**config.mk**
```make
export PLATFORM = sky130hd
export DESIGN_NAME = serial_rx_channel
export DESIGN_NICKNAME = d
export VERILOG_FILES = /design/src/rtl/srx_pkg.sv /design/src/rtl/srx_sync.sv /design/src/rtl/srx_framer.sv /design/src/rtl/srx_fifo.sv /design/src/rtl/srx_status.sv /design/src/rtl/serial_rx_channel.sv
export SDC_FILE = /design/constraint.sdc
export NUM_CORES = 1
export LEC_CHECK = 0
export BUFFER_PORTS_ARGS = -buffer_cell sky130_fd_sc_hd__buf_4
export CAP_MARGIN = 0
export CORE_ASPECT_RATIO = 1.75
export CORE_MARGIN = 3
export CORE_UTILIZATION = 65
export CTS_CLUSTER_DIAMETER = 150
export DETAILED_ROUTE_END_ITERATION = 8
export PLACE_DENSITY = 0.85
export SLEW_MARGIN = 5
export SYNTH_ARGS = -nofsm -noshare
export SYNTH_HDL_FRONTEND = slang
export SYNTH_SLANG_ARGS = --single-unit
```
**constraint.sdc**
```tcl
create_clock -name clk -period 4.2 [get_ports clk]
set_clock_uncertainty 0.05 [all_clocks]
set_input_delay 0.84 -clock clk [delete_from_list [all_inputs] [get_ports clk]]
set_output_delay 0.84 -clock clk [all_outputs]
set_load 0.03 [all_outputs]
```
**src/rtl/srx_pkg.sv**
```systemverilog
package srx_pkg;
    localparam int DATA_W = 8;

    typedef enum logic [1:0] {
        PAR_NONE  = 2'd0,
        PAR_EVEN  = 2'd1,
        PAR_ODD   = 2'd2,
        PAR_FORCE = 2'd3
    } par_mode_e;

    typedef enum logic [2:0] {
        ST_IDLE,
        ST_START,
        ST_DATA,
        ST_PAR,
        ST_STOP,
        ST_FRGAP,
        ST_WAITHI
    } rx_state_e;

    typedef struct packed {
        logic perr;
        logic ferr;
        logic brk;
    } rx_flags_t;

    typedef struct packed {
        logic [DATA_W-1:0] data;
        rx_flags_t         flags;
    } rx_entry_t;

    function automatic logic expected_parity(input par_mode_e mode,
                                             input logic [DATA_W-1:0] d,
                                             input logic force_lvl);
        case (mode)
            PAR_EVEN:  return ^d;
            PAR_ODD:   return ~^d;
            PAR_FORCE: return force_lvl;
            default:   return 1'b0;
        endcase
    endfunction
endpackage

```
**src/rtl/srx_sync.sv**
```systemverilog
module srx_sync #(
    parameter int STAGES = 2
) (
    input  logic clk,
    input  logic rst,
    input  logic d,
    output logic q
);
    logic [STAGES-1:0] chain;

    always_ff @(posedge clk) begin
        if (rst) chain <= '1;
        else     chain <= {chain[STAGES-2:0], d};
    end

    assign q = chain[STAGES-1];
endmodule

```
**src/rtl/srx_framer.sv**
```systemverilog
module srx_framer import srx_pkg::*; #(
    parameter int TICKS_PER_BIT = 16
) (
    input  logic       clk,
    input  logic       rst,
    input  logic       tick,
    input  logic       rxd,
    input  logic [1:0] cfg_len,
    input  par_mode_e  cfg_par,
    input  logic       cfg_force,
    output logic       done,
    output rx_entry_t  entry,
    output logic       start_ok
);
    localparam int CW = $clog2(TICKS_PER_BIT);
    localparam logic [CW-1:0] LAST_T = CW'(TICKS_PER_BIT - 1);
    localparam logic [CW-1:0] HALF_T = CW'(TICKS_PER_BIT / 2 - 1);

    rx_state_e         state;
    logic [CW-1:0]     cnt;
    logic [2:0]        bit_idx;
    logic [DATA_W-1:0] shreg;
    logic              par_bit;
    logic              armed;

    logic [2:0] last_idx;
    logic       par_en;
    logic       is_brk;
    logic       par_bad;

    always_comb begin
        last_idx = 3'd4 + {1'b0, cfg_len};
        par_en   = (cfg_par != PAR_NONE);
        is_brk   = (shreg == '0) && !(par_en && par_bit) && !rxd;
        par_bad  = par_en && (par_bit != expected_parity(cfg_par, shreg, cfg_force));
    end

    always_ff @(posedge clk) begin
        if (rst) begin
            state    <= ST_IDLE;
            cnt      <= '0;
            bit_idx  <= '0;
            shreg    <= '0;
            par_bit  <= 1'b0;
            armed    <= 1'b1;
            done     <= 1'b0;
            start_ok <= 1'b0;
            entry    <= '0;
        end else begin
            done     <= 1'b0;
            start_ok <= 1'b0;
            if (tick) begin
                case (state)
                    ST_IDLE: begin
                        armed <= rxd;
                        if (armed && !rxd) begin
                            state <= ST_START;
                            cnt   <= '0;
                        end
                    end
                    ST_START: begin
                        if (cnt == HALF_T) begin
                            cnt <= '0;
                            if (rxd) begin
                                state <= ST_IDLE;
                                armed <= 1'b1;
                            end else begin
                                state    <= ST_DATA;
                                bit_idx  <= '0;
                                shreg    <= '0;
                                par_bit  <= 1'b0;
                                start_ok <= 1'b1;
                            end
                        end else begin
                            cnt <= cnt + 1'b1;
                        end
                    end
                    ST_DATA: begin
                        if (cnt == LAST_T) begin
                            cnt            <= '0;
                            shreg[bit_idx] <= rxd;
                            if (bit_idx == last_idx) state <= par_en ? ST_PAR : ST_STOP;
                            else                     bit_idx <= bit_idx + 1'b1;
                        end else begin
                            cnt <= cnt + 1'b1;
                        end
                    end
                    ST_PAR: begin
                        if (cnt == LAST_T) begin
                            cnt     <= '0;
                            par_bit <= rxd;
                            state   <= ST_STOP;
                        end else begin
                            cnt <= cnt + 1'b1;
                        end
                    end
                    ST_STOP: begin
                        if (cnt == LAST_T) begin
                            cnt              <= '0;
                            done             <= 1'b1;
                            entry.data       <= is_brk ? '0 : shreg;
                            entry.flags.brk  <= is_brk;
                            entry.flags.ferr <= !rxd;
                            entry.flags.perr <= par_bad && !is_brk;
                            if (rxd) begin
                                state <= ST_IDLE;
                                armed <= 1'b1;
                            end else if (is_brk || shreg == '0) begin
                                state <= ST_WAITHI;
                            end else begin
                                state <= ST_FRGAP;
                            end
                        end else begin
                            cnt <= cnt + 1'b1;
                        end
                    end
                    ST_FRGAP: begin
                        if (cnt == HALF_T) begin
                            cnt <= '0;
                            if (rxd) begin
                                state <= ST_IDLE;
                                armed <= 1'b1;
                            end else begin
                                state <= ST_START;
                            end
                        end else begin
                            cnt <= cnt + 1'b1;
                        end
                    end
                    ST_WAITHI: begin
                        if (rxd) begin
                            state <= ST_IDLE;
                            armed <= 1'b1;
                        end
                    end
                    default: state <= ST_IDLE;
                endcase
            end
        end
    end
endmodule

```
**src/rtl/srx_fifo.sv**
```systemverilog
module srx_fifo import srx_pkg::*; #(
    parameter int DEPTH  = 3,
    parameter int FILL_W = $clog2(DEPTH + 1)
) (
    input  logic              clk,
    input  logic              rst,
    input  logic              push,
    input  rx_entry_t         wr_entry,
    input  logic              pop,
    output rx_entry_t         head,
    output logic [FILL_W-1:0] fill,
    output logic              empty,
    output logic              full
);
    localparam int PW = (DEPTH > 1) ? $clog2(DEPTH) : 1;
    localparam logic [PW-1:0]     PTR_LAST = PW'(DEPTH - 1);
    localparam logic [FILL_W-1:0] FILL_MAX = FILL_W'(DEPTH);

    rx_entry_t     mem [DEPTH];
    logic [PW-1:0] rd_ptr;
    logic [PW-1:0] wr_ptr;
    logic          do_pop;
    logic          do_push;

    assign empty   = (fill == '0);
    assign full    = (fill == FILL_MAX);
    assign do_pop  = pop && !empty;
    assign do_push = push && (!full || do_pop);
    assign head    = mem[rd_ptr];

    always_ff @(posedge clk) begin
        if (rst) begin
            rd_ptr <= '0;
            wr_ptr <= '0;
            fill   <= '0;
        end else begin
            if (do_pop)  rd_ptr <= (rd_ptr == PTR_LAST) ? '0 : rd_ptr + 1'b1;
            if (do_push) wr_ptr <= (wr_ptr == PTR_LAST) ? '0 : wr_ptr + 1'b1;
            case ({do_push, do_pop})
                2'b10:   fill <= fill + 1'b1;
                2'b01:   fill <= fill - 1'b1;
                default: fill <= fill;
            endcase
        end
    end

    always_ff @(posedge clk) begin
        if (do_push) mem[wr_ptr] <= wr_entry;
    end
endmodule

```
**src/rtl/srx_status.sv**
```systemverilog
module srx_status import srx_pkg::*; (
    input  logic      clk,
    input  logic      rst,
    input  logic      block_mode,
    input  logic      err_clr,
    input  logic      head_valid,
    input  rx_flags_t head_flags,
    input  logic      pop,
    input  logic      ovr_evt,
    output rx_flags_t shown,
    output logic      overrun
);
    rx_flags_t acc_q;
    rx_flags_t fresh_f;
    logic      seen_q;

    assign fresh_f = (head_valid && !seen_q) ? head_flags : rx_flags_t'('0);

    always_ff @(posedge clk) begin
        if (rst) begin
            acc_q   <= '0;
            seen_q  <= 1'b0;
            overrun <= 1'b0;
        end else begin
            if (err_clr) acc_q <= fresh_f;
            else         acc_q <= rx_flags_t'(acc_q | fresh_f);

            if (pop && head_valid) seen_q <= 1'b0;
            else if (head_valid)   seen_q <= 1'b1;

            if (err_clr)      overrun <= 1'b0;
            else if (ovr_evt) overrun <= 1'b1;
        end
    end

    always_comb begin
        if (block_mode)      shown = rx_flags_t'(acc_q | fresh_f);
        else if (head_valid) shown = head_flags;
        else                 shown = '0;
    end
endmodule

```
**src/rtl/serial_rx_channel.sv**
```systemverilog
module serial_rx_channel import srx_pkg::*; #(
    parameter int TICKS_PER_BIT = 16,
    parameter int DEPTH         = 3,
    parameter int SYNC_STAGES   = 2,
    parameter int FILL_W        = $clog2(DEPTH + 1)
) (
    input  logic              clk,
    input  logic              rst,
    input  logic              tick16,
    input  logic              rxd,
    input  logic [1:0]        cfg_len,
    input  logic [1:0]        cfg_par,
    input  logic              cfg_force,
    input  logic              cfg_block,
    input  logic              rd_pop,
    input  logic              err_clr,
    output logic [DATA_W-1:0] rd_data,
    output logic              st_ready,
    output logic              st_full,
    output logic              st_overrun,
    output logic              st_perr,
    output logic              st_ferr,
    output logic              st_brk
);
    logic              rxd_s;
    logic              done;
    logic              start_ok;
    rx_entry_t         new_entry;
    rx_entry_t         hold_q;
    logic              hold_v;
    logic              push;
    rx_entry_t         push_entry;
    rx_entry_t         head;
    logic [FILL_W-1:0] fill_cnt;
    logic              empty;
    logic              full;
    logic              ovr_evt;
    rx_flags_t         shown;

    srx_sync #(.STAGES(SYNC_STAGES)) u_sync (
        .clk (clk),
        .rst (rst),
        .d   (rxd),
        .q   (rxd_s)
    );

    srx_framer #(.TICKS_PER_BIT(TICKS_PER_BIT)) u_framer (
        .clk       (clk),
        .rst       (rst),
        .tick      (tick16),
        .rxd       (rxd_s),
        .cfg_len   (cfg_len),
        .cfg_par   (par_mode_e'(cfg_par)),
        .cfg_force (cfg_force),
        .done      (done),
        .entry     (new_entry),
        .start_ok  (start_ok)
    );

    // A waiting character has precedence; a fresh one goes in only when nothing waits.
    always_comb begin
        push       = 1'b0;
        push_entry = new_entry;
        if (hold_v && !full) begin
            push       = 1'b1;
            push_entry = hold_q;
        end else if (done && !hold_v && !full) begin
            push = 1'b1;
        end
    end

    assign ovr_evt = start_ok && hold_v;

    always_ff @(posedge clk) begin
        if (rst) begin
            hold_v <= 1'b0;
            hold_q <= '0;
        end else begin
            if (ovr_evt || (hold_v && !full)) hold_v <= 1'b0;
            if (done && full) begin
                hold_v <= 1'b1;
                hold_q <= new_entry;
            end
        end
    end

    srx_fifo #(.DEPTH(DEPTH), .FILL_W(FILL_W)) u_fifo (
        .clk      (clk),
        .rst      (rst),
        .push     (push),
        .wr_entry (push_entry),
        .pop      (rd_pop),
        .head     (head),
        .fill     (fill_cnt),
        .empty    (empty),
        .full     (full)
    );

    srx_status u_status (
        .clk        (clk),
        .rst        (rst),
        .block_mode (cfg_block),
        .err_clr    (err_clr),
        .head_valid (!empty),
        .head_flags (head.flags),
        .pop        (rd_pop),
        .ovr_evt    (ovr_evt),
        .shown      (shown),
        .overrun    (st_overrun)
    );

    assign rd_data  = empty ? '0 : head.data;
    assign st_ready = !empty;
    assign st_full  = full;
    assign st_perr  = shown.perr;
    assign st_ferr  = shown.ferr;
    assign st_brk   = shown.brk;
endmodule

```
======== Yosys cells after proc, flatten, opt, wreduce, memory -nomap -nowiden ========
Memory sizes are Yosys's and may differ from the RTL's. A register that Yosys moved wholly into a read port is not among the register bits.
Cells that the tools add are included.
word-level totals
  register bits after elaboration ......... 58
  memory bits (writable) .................. 33
  logic and storage cells ................. 179
  memories kept ........................... 1
operators by class
  add/sub/neg operators ................... 7
  $lt $le $gt $ge ......................... 2
  eq/ne operators ......................... 29
  muxes and demuxes ....................... 59
  bitwise operators ....................... 5
  reductions and logical operators ........ 50
memory list
  name        depth  bits a word  rd ports  clocked after memory_dff  write ports  line            RTL
  u_fifo.mem  3      11           1         1                         1            srx_fifo.sv:19  rx_entry_t mem [DEPTH];
operators by type and width
  kind                                                   count
  two-way mux 3 bit                                      18
  two-way mux 8 bit                                      5
  case mux 3 bit (7 select lines)                        1
  two-way mux 1 bit                                      16
  inequality test 2 x 1 -> 1 bit, second input constant  8
  case mux 8 bit (2 select lines)                        1
  logical AND 1 bit                                      15
  equality test 2 bit, second input constant             6
  two-way mux 2 bit                                      6
  two-way mux 4 bit                                      3
  case mux 4 bit (3 select lines)                        1
  two-way mux 11 bit                                     1
  AND reduction 5 bit                                    2
  nonzero test 2 bit                                     5
  equality test 3 bit, second input constant             3
  AND reduction 9 bit                                    1
  bitwise mux 8 bit                                      1
  zero test 8 bit                                        1
  XNOR reduction 8 bit                                   1
  XOR reduction 8 bit                                    1
  zero test 1 bit                                        7
  adder 2 x 1 -> 2 bit, second input constant            3
  equality test 3 x 2 -> 1 bit, second input constant    2
  inequality test 2 bit, second input constant           3
  31 further kinds                                       41

======== Logic depth before layout (Yosys ltp) ========
  depth after elaboration ................. 10
  gate-level depth with buffers ........... 8
  mapped depth without buffers ............ 8

======== By module ========
Synthesis repeated with hierarchy kept, for this count alone.
second synthesis, totals
  cell total of the unflattened synthesis .. 444
  area, all modules ....................... 4506.8 um2
modules (own cells, without submodules)
  module             times used  cells an instance  area an instance (um2)  sequential area each (um2)
  srx_framer         1           233                1903.1                  660.6
  srx_fifo           1           105                1559.0                  1151.1
  serial_rx_channel  1           79                 769.5                   240.2
  srx_status         1           23                 222.7                   100.1
  srx_sync           1           4                  52.6                    40.0

======== Least setup slack after synthesis ========
No wires, ideal clock.
  path kind ............................... register to output
  start point ............................. register (tool-made name)
  end point ............................... output st_brk
  arrival ................................. 1755 ps
  data required time ...................... 3310 ps
  setup slack ............................. 1555 ps
  cell stages (with the launch flop) ...... 6
  cells stage by stage .................... dfxtp_1 > buf_1 > mux2i_1 > nor2_1 > a21oi_1 > o21ai_0
RTL lines
  element        line                     RTL
  end, declared  serial_rx_channel.sv:23  output logic st_brk

======== Worst setup path in the final report ========
  start point ............................. register u_fifo.fill[0]
  end point ............................... output st_perr
between the ends
  cells in the longest elaborated chain, start to end .. 6
ends and longest elaborated chain
  element                 line                      RTL
  start, declared         srx_fifo.sv:11            output logic [FILL_W-1:0] fill,
  start signal, assigned  srx_fifo.sv:40            2'b10: fill <= fill + 1'b1;
  start signal, assigned  srx_fifo.sv:41            2'b01: fill <= fill - 1'b1;
  start signal, assigned  srx_fifo.sv:42            default: fill <= fill;
  zero test 2 bit (*)     srx_fifo.sv:25            assign empty = (fill == '0);
  zero test 1 bit         serial_rx_channel.sv:104  .head_valid (!empty),
  logical AND 1 bit       srx_status.sv:17          assign fresh_f = (head_valid && !seen_q) ? head_flags : rx_flags_t'('0);
  two-way mux 3 bit       srx_status.sv:17
  OR 3 bit                srx_status.sv:37          if (block_mode) shown = rx_flags_t'(acc_q | fresh_f);
  two-way mux 3 bit (*)   srx_status.sv:37
  end, declared           serial_rx_channel.sv:21   output logic st_perr,
Mark *: on every way between the ends. The rest lies on a longest branch, timed or not.

==> out/results.ini <==
[critical_path]
startpoint = u_fifo.fill[0]
crit_path_end_kind = primary output
critPathLaunchType = flop
critical_path_class = reg2out
rr_worst_depth = 4
worst-path-max-fanout = 12
r2r-start = u_framer.state[2]
critPathArrivalTime_ns = 1.99
required_ns = 3.31
r2r_setup_slack_ns = 1.72
r2r-end = u_framer.entry[7]

[floorplanning]
die_h_um = 112
design.core.area_sq_um = 6230
start_util_pct = 67.3
die_area_sq_um = 7490
num_io_pins = 26
die_x_um = 66.7
rows = 38

[clocking]
ctsLongestPathBuffers = 2
clkTransAtPathRegs_ns = 0.08
cts_hold_buf = 0
tritoncts = yes
cts-root-buf = clkbuf_8
clk_latency_ns = 0.35
postCtsSetupBuffers = 0
cts_made_buffers = 9
cts_sinks = 93
cts_resized = 0
cts_max_level = 3

[logic_synthesis]
syn_area_sq_um = 4190
ys_seq_area_share_pct = 52.3
synthTopCellsByArea = dfxtp_1 29%, edfxtp_1 24%, a21oi_1 5.7%
postSynthCellCount = 447
syn_area_per_cell_sq_um = 9.38
async_flop_share_pct = 0
synthFlopType = dfxtp_1
synth_warnings = 0
ys_ff_latch = 93
synth_nets = 466
synth_cell_types = 49
synth_edf_count = 33
synth_top_area_share_pct = 28.7
synth_top_area_cell = dfxtp_1

[timing]
finalCriticalPeriod_ns = 2.88
hold-worst-slack_ns = 0.365
timing.final.crit_share_pct = 68.5
relSlewSlack_pct = 44.8
tightest_slew_ns = 0.824
fmax_ghz = 0.348
finalSetupTns_ns = 0
slew_viol_final = 0
rsz0062_at_grt = no
setup_viol = 0
finalHoldViolations = 0

[layout]
layout_common_cells = 60 x dfxtp_1, 58 x nor2_1, 50 x nand2_1
layout_commonest_cell = dfxtp_1
finalNetCount = 480
fill_cells = 454
antenna_cells = 0
multiInputGateArea_sq_um = 1830
fin_util_pct = 73.9
seq_area_sq_um = 2190
syn2layout_area_growth_pct = 9.88
drive_above_1_share_pct = 13.5
final_cells = 546

[flow_run]
maxCapViolCount = 0

[route]
antenna_left = 0
remaining_drc_errors = 0
vias = 3186
drt_iter0_markers = 142
drtPass1Iterations = 5
routed_wl_um = 8150
wl_per_cell_um = 14.9
routed_via_density = 5.84

[global_route]
grtUsageTotal_pct = 23.8
antenna_found_initial = 0
overflow = 0
grt_pass1_vias = 3154
grt_max_degree = 55
grt_pass1_wl_um = 13900

[min_path]
min_to = u_sync.chain[1]
min_path_type = reg2reg
whs_path_depth = 1
hold_start = u_sync.chain[0]

[power]
power.density_nw_per_um2 = 353
total_power_mw = 1.63
p_leak_nw = 1.67
ir_drop_mv = 0.209

[place]
gp_congestion = 0.907
placed_cells = 530
io_buffers = 25
place_hpwl_um = 5940

[outcome]
status = completed

[flip-flops by register name (all words and copies together) (netlist names), 3 cells and up, named ones only]
register / cells
u_framer.bit_idx: 3
u_framer.cnt: 4
u_framer.state: 3
u_fifo.mem: 33
u_status.acc_q: 3
u_framer.shreg: 8
hold_q: 11
u_framer.entry: 11
[report_power, final]
group | leakage (nW) | total, mW | internal (mW) | switching [mW]
Sequential | 0.794 | 0.942 | 0.929 | 0.0133
Combinational | 0.774 | 0.0739 | 0.0307 | 0.0432
Clock | 0.105 | 0.611 | 0.312 | 0.300
[metal layers]
layer  vias up  part of all wire (%)  global-route usage [%]
li1       1601                     -                       -
met1      1503                    38                    25.4
met2        66                    56                    43.6
met3        16                   3.2                    4.70
met4         0                   2.1                    10.4
met5         -                     0                       0
[synthesized netlist by cell type (7+ instances only)]
library cell / count
a22oi_1: 9
inv_1: 20
mux2i_1: 13
a21oi_1: 48
clkbuf_1: 22
edfxtp_1: 33
nand2_1: 50
ha_1: 7
nor3_1: 13
mux2_2: 12
nor2_1: 58
xnor2_1: 7
nand2b_1: 7
o21ai_0: 23
dfxtp_1: 60
[worst max path at each step]
stage | endpoint | slack (ns) | depth (start not counted)
finish | st_perr | 1.32 | 5
global route | st_ferr | 1.16 | 5
CTS | st_perr | 1.29 | 5
detailed placement | u_framer.entry[7] | 1.65 | 5
global placement | st_perr | 1.70 | 5
floorplan | st_brk | 1.56 | 5
[worst max-delay path: stages, from the launching register on]
cell and delay, ns:
dfxtp_1 0.37, nor2_1 0.66, inv_1 0.20, nand2_1 0.15, o21ai_0 0.09, buf_4 0.17
[layout make-up]
class / instances / share of cell area (%)
Inverter: 20 / 1.63
Timing Repair Buffer: 27 / 4.40
Clock inverter: 5 / 1.22
Clock buffer: 11 / 3.31
Sequential cell: 93 / 47.6
Tap cell: 80 / 2.17
Multi-Input combinational cell: 310 / 39.7
[per-stage QoR]
stage          area (sq um)  worst slack, ns
2_1_floorplan          4190             1.56
3_3_place_gp           4400             1.70
3_5_place_dp           4400             1.65
4_1_cts                4610             1.29
5_1_grt                4610             1.16
6_report               4610             1.32
[cell families after synthesis]
logic type | after synthesis | synth area share, %
adder cells (fa/ha/maj) | 7 | 2.09
AND/OR/NAND/NOR | 165 | 18.2
multiplexers | 25 | 6.33
AO/OA/AOI/OAI | 105 | 15.3
flip-flops | 93 | 52.3
XOR/XNOR | 8 | 1.67
buffers and inverters | 44 | 4.12
No activity file was read; power rests on OpenSTA's default activity.
